## src/rtl/stk_pkg.sv

```systemverilog
package stk_pkg;
    localparam int SP_REG = 13;
    localparam int LR_REG = 14;
    localparam int PC_REG = 15;

    typedef enum logic [1:0] {
        ST_IDLE,
        ST_XFER,
        ST_DONE,
        ST_FAIL
    } seq_state_t;
endpackage

```

## src/rtl/stk_list_check.sv

```systemverilog
module stk_list_check
    import stk_pkg::*;
#(
    parameter int NREG = 16,
    localparam int CW = $clog2(NREG + 1)
) (
    input  logic [NREG-1:0] mask,
    input  logic            is_pop,
    output logic [CW-1:0]   count,
    output logic            illegal
);
    // population count of the selection
    always_comb begin
        count = '0;
        for (int i = 0; i < NREG; i++) begin
            count = count + CW'(mask[i]);
        end
    end

    // legality rules for the list
    logic empty_list, has_sp, push_pc, pop_pc_lr;
    always_comb begin
        empty_list = (mask == '0);
        has_sp     = mask[SP_REG];
        push_pc    = !is_pop && mask[PC_REG];
        pop_pc_lr  = is_pop && mask[PC_REG] && mask[LR_REG];
        illegal    = empty_list || has_sp || push_pc || pop_pc_lr;
    end
endmodule

```

## src/rtl/stk_pick_low.sv

```systemverilog
module stk_pick_low #(
    parameter int NREG = 16,
    localparam int IW = $clog2(NREG)
) (
    input  logic [NREG-1:0] bits,
    output logic [IW-1:0]   idx,
    output logic            last
);
    // lowest set bit wins: scan from the top down
    always_comb begin
        idx = '0;
        for (int i = NREG - 1; i >= 0; i--) begin
            if (bits[i]) idx = IW'(i);
        end
    end

    // at most one bit remains
    assign last = ((bits & (bits - NREG'(1))) == '0);
endmodule

```

## src/rtl/stk_multi_seq.sv

```systemverilog
module stk_multi_seq
    import stk_pkg::*;
#(
    parameter int XLEN       = 32,
    parameter int NREG       = 16,
    parameter int WORD_BYTES = 4,
    localparam int IW        = $clog2(NREG),
    localparam int CW        = $clog2(NREG + 1),
    localparam int SHIFT     = $clog2(WORD_BYTES)
) (
    input  logic            clk,
    input  logic            rst_n,
    input  logic            start,
    input  logic            op_pop,
    input  logic [NREG-1:0] reg_mask,
    input  logic [XLEN-1:0] sp_in,
    output logic            mem_req,
    output logic            mem_we,
    output logic [XLEN-1:0] mem_addr,
    output logic [XLEN-1:0] mem_wdata,
    input  logic            mem_ready,
    input  logic [XLEN-1:0] mem_rdata,
    output logic [IW-1:0]   rf_raddr,
    input  logic [XLEN-1:0] rf_rdata,
    output logic            rf_we,
    output logic [IW-1:0]   rf_waddr,
    output logic [XLEN-1:0] rf_wdata,
    output logic            sp_we,
    output logic [XLEN-1:0] sp_wdata,
    output logic            done,
    output logic            busy,
    output logic            err_list,
    output logic            branch_valid,
    output logic [XLEN-1:0] branch_target,
    output logic            pc_fault
);
    localparam logic [XLEN-1:0] STEP = XLEN'(WORD_BYTES);

    seq_state_t      state_q, state_d;
    logic [NREG-1:0] rem_q;
    logic [XLEN-1:0] addr_q;
    logic [XLEN-1:0] sp_fin_q;
    logic            pop_q;
    logic            pc_hit_q;
    logic [XLEN-1:0] pc_val_q;

    logic [CW-1:0]   list_cnt;
    logic            list_bad;
    logic [IW-1:0]   cur_idx;
    logic            cur_last;
    logic [XLEN-1:0] span;
    logic            accept;
    logic            cur_is_pc;

    stk_list_check #(.NREG(NREG)) u_check (
        .mask    (reg_mask),
        .is_pop  (op_pop),
        .count   (list_cnt),
        .illegal (list_bad)
    );

    stk_pick_low #(.NREG(NREG)) u_pick (
        .bits (rem_q),
        .idx  (cur_idx),
        .last (cur_last)
    );

    assign span      = XLEN'(list_cnt) << SHIFT;
    assign accept    = (state_q == ST_XFER) && mem_ready;
    assign cur_is_pc = (cur_idx == IW'(PC_REG));

    // next-state logic
    always_comb begin
        state_d = state_q;
        unique case (state_q)
            ST_IDLE: if (start) state_d = list_bad ? ST_FAIL : ST_XFER;
            ST_XFER: if (mem_ready && cur_last) state_d = ST_DONE;
            ST_DONE: state_d = ST_IDLE;
            ST_FAIL: state_d = ST_IDLE;
            default: state_d = ST_IDLE;
        endcase
    end

    // state register and operation context
    always_ff @(posedge clk or negedge rst_n) begin
        if (!rst_n) begin
            state_q  <= ST_IDLE;
            rem_q    <= '0;
            addr_q   <= '0;
            sp_fin_q <= '0;
            pop_q    <= 1'b0;
            pc_hit_q <= 1'b0;
            pc_val_q <= '0;
        end else begin
            state_q <= state_d;
            if (state_q == ST_IDLE && start) begin
                rem_q    <= reg_mask;
                pop_q    <= op_pop;
                pc_hit_q <= 1'b0;
                addr_q   <= op_pop ? sp_in : (sp_in - span);
                sp_fin_q <= op_pop ? (sp_in + span) : (sp_in - span);
            end else if (accept) begin
                rem_q  <= rem_q & (rem_q - NREG'(1));
                addr_q <= addr_q + STEP;
                if (pop_q && cur_is_pc) begin
                    pc_hit_q <= 1'b1;
                    pc_val_q <= mem_rdata;
                end
            end
        end
    end

    // outputs
    always_comb begin
        mem_req       = 1'b0;
        mem_we        = 1'b0;
        mem_addr      = addr_q;
        mem_wdata     = rf_rdata;
        rf_raddr      = cur_idx;
        rf_we         = 1'b0;
        rf_waddr      = cur_idx;
        rf_wdata      = mem_rdata;
        sp_we         = 1'b0;
        sp_wdata      = sp_fin_q;
        done          = 1'b0;
        busy          = 1'b1;
        err_list      = 1'b0;
        branch_valid  = 1'b0;
        branch_target = {pc_val_q[XLEN-1:1], 1'b0};
        pc_fault      = 1'b0;
        unique case (state_q)
            ST_IDLE: busy = 1'b0;
            ST_XFER: begin
                mem_req = 1'b1;
                mem_we  = !pop_q;
                rf_we   = pop_q && mem_ready && !cur_is_pc;
            end
            ST_DONE: begin
                done         = 1'b1;
                sp_we        = 1'b1;
                branch_valid = pc_hit_q && pc_val_q[0];
                pc_fault     = pc_hit_q && !pc_val_q[0];
            end
            ST_FAIL: begin
                done     = 1'b1;
                err_list = 1'b1;
            end
            default: busy = 1'b0;
        endcase
    end

    // ---------------- assertions ----------------
    p_addr_step_r4: assert property (@(posedge clk) disable iff (!rst_n)
        (mem_req && mem_ready && !cur_last) |=>
            (mem_req && mem_addr == $past(mem_addr) + STEP));

    p_stall_hold_r5: assert property (@(posedge clk) disable iff (!rst_n)
        (mem_req && !mem_ready) |=>
            (mem_req && $stable(mem_addr) && $stable(mem_we) && $stable(rf_raddr)));

    p_done_pulse_r6: assert property (@(posedge clk) disable iff (!rst_n)
        done |=> !done);

    p_spwb_done_r3: assert property (@(posedge clk) disable iff (!rst_n)
        sp_we |-> (done && !err_list));

    p_err_quiet_r7: assert property (@(posedge clk) disable iff (!rst_n)
        err_list |-> (!sp_we && !mem_req && !rf_we));

    p_bad_sp_r7: assert property (@(posedge clk) disable iff (!rst_n)
        (!busy && start && reg_mask[SP_REG]) |=> err_list);

    p_target_even_r8: assert property (@(posedge clk) disable iff (!rst_n)
        branch_valid |-> (!branch_target[0] && !pc_fault && done));

    p_busy_start_r9: assert property (@(posedge clk) disable iff (!rst_n)
        (busy && start) |=> !err_list);
endmodule

```

## config.mk

```make
export PLATFORM = sky130hd
export DESIGN_NAME = stk_multi_seq
export DESIGN_NICKNAME = d
export VERILOG_FILES = /design/src/rtl/stk_pkg.sv /design/src/rtl/stk_list_check.sv /design/src/rtl/stk_pick_low.sv /design/src/rtl/stk_multi_seq.sv
export SDC_FILE = /design/constraint.sdc
export NUM_CORES = 1
export LEC_CHECK = 0
export BUFFER_PORTS_ARGS = -buffer_cell sky130_fd_sc_hd__buf_2
export CORE_UTILIZATION = 40
export CTS_CLUSTER_SIZE = 28
export DETAILED_ROUTE_END_ITERATION = 10
export PLACE_DENSITY = 0.67
export SETUP_SLACK_MARGIN = 0.2
export SLEW_MARGIN = 10
export SYNTH_ARGS = -nofsm -noshare
export SYNTH_HDL_FRONTEND = slang
export SYNTH_SLANG_ARGS = --single-unit
export TNS_END_PERCENT = 30
```

## constraint.sdc

```tcl
create_clock -name clk -period 2.49 [get_ports clk]
set_input_delay 0.249 -clock clk [delete_from_list [all_inputs] [get_ports clk]]
set_output_delay 0.249 -clock clk [all_outputs]
set_load 0.02 [all_outputs]
```

# After elaboration in Yosys (flattened, before gate mapping)
# Index checks and enable logic that the tools add are counted.
[totals]
wordCells = 99
input_bits = 117
register_bits = 116
[classes]
n_reduce_logical = 27
mux = 38
addsub = 19
n_bitwise = 2
n_eq_ne = 6
[op_table]
columns = ["operator", "n"]
rows = [
  ["32-bit 2-to-1 mux", 4],
  ["5-bit by 1-bit adder with 5-bit output", 14],
  ["4-bit 2-to-1 mux", 16],
  ["32-bit by 3-bit adder with 32-bit output (second input constant)", 1],
  ["32-bit by 7-bit adder with 32-bit output", 1],
  ["16-bit logical NOT", 2],
  ["16-bit 2-to-1 mux", 2],
  ["32-bit by 7-bit subtractor with 32-bit output", 1],
  ["16-bit bitwise AND", 1],
  ["16-bit by 1-bit subtractor with 16-bit output (second input constant)", 1],
  ["1-bit 2-to-1 mux", 12],
  ["1-bit logical AND", 11],
  ["2-bit 2-to-1 mux", 3],
  ["2-bit case mux with 3 select lines", 1],
  ["2-bit == test (second input constant)", 2],
  ["4-bit == test (second input constant)", 1],
  ["1-bit logical NOT", 4],
  ["2-bit AND reduction", 2],
  ["2-bit nonzero test", 2],
  ["1-bit logical OR", 3],
  ["3-bit AND reduction", 1],
  ["1-bit by 1-bit adder with 2-bit output", 1],
  ["2-bit by 1-bit == test with 1-bit output (second input constant)", 1],
  ["2-bit logical NOT", 1],
  ["other kinds (4)", 4],
]

# Logic depth before layout (Yosys ltp)
[logic_depth]
word_depth = 21
mapped_depth = 24
mapped_depth_nobuf = 23

# Hierarchy
# A second synthesis with hierarchy kept.
[unflattened]
cells_unflattened = 922
area_unflattened_um2 = 8210.4
[by_module_without_submodules]
columns = ["module", "instances", "seq_area_each_um2", "cells_each", "area_each_um2"]
rows = [
  ["stk_multi_seq", 1, 2902.8, 805, 7325.8],
  ["stk_list_check", 1, 0.0, 63, 559.3],
  ["stk_pick_low", 1, 0.0, 54, 325.3],
]

# Least setup slack after synthesis
# No wires, ideal clock.
[synth_timing]
path_type = "input -> register"
startpoint = "in reg_mask[0]"
endpoint = "reg sp_fin_q[31] (netlist: sp_wdata[31])"
t_required_ps = 2361
path_slack_ps = -2775
arrival_ps = 5136
path_stages = 18
setup_time_ps = 129
path_cell_list = "inv_1 -> ha_1 -> inv_1 -> fa_1 -> fa_1 -> fa_1 -> fa_1 -> fa_1 -> fa_1 -> inv_1 -> ha_1 -> a211oi_1 -> o21ai_0 -> or3b_1 -> clkbuf_1 -> o41ai_2 -> xnor2_1 -> o21ai_1"
[synth_via]
elab_chain_len = 17
elab_cells_between_ends = 18
[synth_rtl]
columns = ["element", "line", "rtl"]
rows = [
  ["from (decl)", "stk_multi_seq.sv:15", "input logic [NREG-1:0] reg_mask,"],
  ["1-bit by 1-bit adder with 2-bit output *", "stk_list_check.sv:16", "count = count + CW'(mask[i]);"],
  ["5-bit by 1-bit adder with 5-bit output * (14 in series)", "stk_list_check.sv:16", ""],
  ["32-bit by 7-bit subtractor with 32-bit output or 32-bit by 7-bit adder with 32-bit output (tied branches)", "stk_multi_seq.sv:101", "sp_fin_q <= op_pop ? (sp_in + span) : (sp_in - span);"],
  ["32-bit 2-to-1 mux *", "stk_multi_seq.sv:101", ""],
  ["to (signal assigned)", "stk_multi_seq.sv:101", ""],
  ["to (decl)", "stk_multi_seq.sv:42", "logic [XLEN-1:0] sp_fin_q;"],
]
# Every way passes the cells marked *; elsewhere a longest branch is shown, timed or not.
# A chain may end at the register's enable or synchronous reset.

# Worst setup path in the final report
[layout_timing]
startpoint = "in reg_mask[0]"
endpoint = "reg addr_q[22] (netlist: mem_addr[22])"
[layout_via]
elab_chain_len = 18
[layout_rtl]
columns = ["element", "line", "rtl"]
rows = [
  ["1-bit by 1-bit adder with 2-bit output", "stk_list_check.sv:16", ""],
  ["5-bit by 1-bit adder with 5-bit output (14 in series)", "stk_list_check.sv:16", ""],
  ["32-bit by 7-bit subtractor with 32-bit output", "stk_multi_seq.sv:100", "addr_q <= op_pop ? sp_in : (sp_in - span);"],
  ["32-bit 2-to-1 mux", "stk_multi_seq.sv:100", ""],
  ["32-bit 2-to-1 mux", "stk_multi_seq.sv:96", "if (state_q == ST_IDLE && start) begin"],
  ["to (signal assigned)", "stk_multi_seq.sv:100", ""],
  ["to (signal assigned)", "stk_multi_seq.sv:104", "addr_q <= addr_q + STEP;"],
  ["to (decl)", "stk_multi_seq.sv:41", "logic [XLEN-1:0] addr_q;"],
]
# Every way passes these cells.

==> metrics <==
Initial Util 41.4%; Seq/Total Area, Yosys a little over a third; Routed Wire Length 24400 um; Final WS setup -2.33 ns; syn avg cell area approximately 8.9 sq um; ratio of cells with drive above 1 in the final layout 45.4%; clock buffer depth 2; time the worst path needs with I/O delays and setup 4.82 ns; Num CTS Buffers 17; hold endpoint mem_addr[0]; Switching Fraction ~45%; CTS clk-pin slew, worst paths ~0.050 ns; gr usage total a little under a quarter; drt via density between 5 and 6; Final Max Slew Viols 0; worst reg2reg path startpoint rem_q[8]; Final setup viols 60; Die ar. around 21000 sq um; met1 WL between 10000 and 15000 um; First-pass DRT Iterations 6; maximum vdd drop 0.000663 V; slew margin rel. about three fifths; RSZ-0062 raised after global routing yes; leak pwr a little over 5 nW; R2R setup slack 0.16 ns; crit share post-route 193%; Fmax ~210 MHz; worst slew pin tran about 0.62 ns; total of max-cap violations 0; # IOs roughly 300; DRT iter0 DRCs 454; PortBufs about 230; area of the multi-input gates roughly 5000 sq um; Worst Hold Launch sp_in[0]; area of the core 19800 sq um; Final GP Congestion 0.900; Syn. warnings 0; Clk pwr share a little under a fifth; CTS tree done; FF+latch area approximately 2900 sq um; WP buf/inv 7; cell area after synthesis just over 8000 sq um; final hold violations 0; dpl hpwl roughly 18000 um; CP startpoint kind input port; Internal 0.00738 W; Final ANT Viol Nets 0; Hold Path Class input port to flop; share of power burned in registers approximately a quarter; Synthesized Nets about 1.1k; Hold Worst Slack between 0.07 and 0.08 ns; CTS root buf clkbuf_16; R2R cell count 7; Post-synth EDFFs 0; vias in the first global route between 7k and 8k; H-tree Lvls 4; CP peak stage delay between 0.5 and 0.6 ns; drc violations 0; Clock Sinks ~120; Die W around 150 um; Req. time, crit path around 2.8 ns; Mapped Cells just over 900; highest metal used met4; switching pwr 0.00592 W; Site Rows between 50 and 60; post-synthesis register bit count approximately 120; total chip power roughly 0.013 W; combinational fraction of design power roughly 56%; largest net degree at the start of global routing 58; clock skew 0.0116 ns; worst-skew pair later-pin latency approximately 0.42 ns; crit-path cells buf_12 -> inv_12 -> ha_4 -> inv_2 -> fa_1 -> fa_1 -> fa_1 -> fa_1 -> fa_2 -> fa_2 -> buf_4 -> fa_2 -> nand2b_4 -> a221oi_2 -> buf_4 -> buf_4 -> nor4_4 -> buf_4 -> a211oi_1 -> a211o_1; pwr/cell area 1200 nW/um^2; delay-heaviest family, CP adder cells; Met2 Routed Length 11400 um; failing checks negative setup slack; crit end category flop; fraction of registers with async set/reset between 90% and 100%; drt wl/cell 17.3 um; filler cell count around 1.7k; Crit Path Category input port to flop; crit path DAT about 5 ns; ys flop type dfrtp_1; GR Overflow Total 0; Die Y between 100 and 150 um; worst-path fanout max 4; RR Endpoint pc_val_q[28]; vias approximately 7.4k; Worst path depth 20; first-pass GRT wire length around 38000 um; Yosys cell types 70; slowest cell on the critical path fa_1; status finished, violations left; initial antenna violation count 2; # nets final ~1.3k; Hold Crit Depth 3; WL met3 ~1800 um; P&R area growth vs syn 34.8%
==> power by group through the flow <==
stage	registers [W]	clock network, W	logic, W
after global routing	0.00350	0.00261	0.00802
after global placement	0.00336	0	0.00610
final	0.00340	0.00248	0.00742
after CTS	0.00336	0.00252	0.00697
after floorplan	0.00376	0	0.00375
after detailed placement	0.00337	0	0.00618
==> what timing repair did <==
action,CTS,global route
buffers inserted,10,9
gates resized for setup,115,74
hold endpoints to repair,39,0
pin swaps,50,25
hold buffers,1,0
setup endpoints to repair,97,95
==> logic make-up after synthesis <==
family / after synthesis / share of synthesized area, %
buffers and inverters: 193 / 13.8
adder cells (fa/ha/maj): 31 / 5.83
other: 1 / 0.0458
flip-flops: 116 / 35.4
XOR/XNOR: 77 / 8.23
multiplexers: 42 / 5.64
AO/OA/AOI/OAI: 168 / 12.6
AND/OR/NAND/NOR: 296 / 18.5
==> layout make-up <==
| class | instances | area share [%] |
|---|---|---|
| Multi-Input combinational cell | 615 | 45.2 |
| Sequential cell | 116 | 26.4 |
| Clock inverter | 11 | 1.20 |
| Inverter | 49 | 1.82 |
| Antenna cell | 2 | 0.0453 |
| Timing Repair Buffer | 330 | 18.2 |
| Clock buffer | 21 | 4.17 |
| Tap cell | 265 | 3.00 |
==> through the flow <==
stage	cells	util [%]	instance area [sq um]	setup slack, ns	setup TNS, ns
2_1_floorplan	924	-	8340	-2.66	-137.97
3_5_place_dp	1355	48.1	9510	-3.07	-168.60
4_1_cts	1398	53.9	10700	-2.32	-125.74
3_3_place_gp	1355	48.1	9510	-3.04	-165.96
6_report	1409	55.8	11000	-2.33	-126.59
5_1_grt	1408	55.8	11000	-2.50	-136.53
==> cells in the final DEF, fill, tap and decap left out, drive strengths merged, types with 6 or more instances in the layout <==
cell    instances
inv            49
xor2           30
nand4          13
or2            10
mux2           33
xnor2          47
nand2         100
and3            9
fa             12
mux2i           9
nor2           49
clkinv          7
o21a            6
clkbuf         22
nand3          31
nand2b          8
o21ai          78
a21oi          28
ha             19
buf           328
nor4           19
o22ai           8
and4            6
dfrtp         116
o211ai          7
nor3           26
==> worst register-to-register path: stages, from the launching register on <==
cell       delay (ns)
dfrtp_2          0.46
or2_4            0.30
a2111oi_4        0.28
nand2_1          0.09
a21o_1           0.21
nor4_4           0.18
clkbuf_16        0.31
mux2_2           0.39
==> routing by layer <==
layer | track usage [%] | up-vias
met3 | 4.34 | 60
met5 | 0 | -
met4 | 10.3 | 0
met2 | 36.9 | 342
met1 | 29.3 | 3525
li1 | - | 3492
==> state kept, by name (all words and copies together) (netlist names) <==
register / cells
state_q: 2
pop_q: 1
rem_q: 16
pc_val_q: 32
pc_hit_q: 1
mem_addr: 32
sp_wdata: 32
==> worst max-delay path by stage <==
stage / startpoint / to
global placement: reg_mask[0] / sp_wdata[21]
CTS: reg_mask[0] / sp_wdata[31]
floorplan: reg_mask[0] / sp_wdata[31]
finish: reg_mask[0] / mem_addr[22]
detailed placement: reg_mask[0] / sp_wdata[21]
global route: reg_mask[0] / sp_wdata[20]
==> synth_stat cells, types with 12 or more instances <==
library cell / number / share of area (%)
dfrtp_1: 116 / 35
buf_4: 100 / 9.2
nand2_1: 100 / 4.6
o21ai_0: 75 / 4.6
inv_1: 49 / 2.2
nor2_1: 48 / 2.2
xnor2_1: 47 / 5.0
clkbuf_1: 35 / 1.6
xor2_1: 30 / 3.2
nand3_1: 29 / 1.8
a21oi_1: 28 / 1.7
mux2_2: 28 / 3.8
nor3_1: 24 / 1.5
ha_1: 19 / 2.9
nor4_1: 16 / 1.2
nand4_1: 13 / 0.99
fa_1: 12 / 2.9
Power figures use the tool's default switching activity.
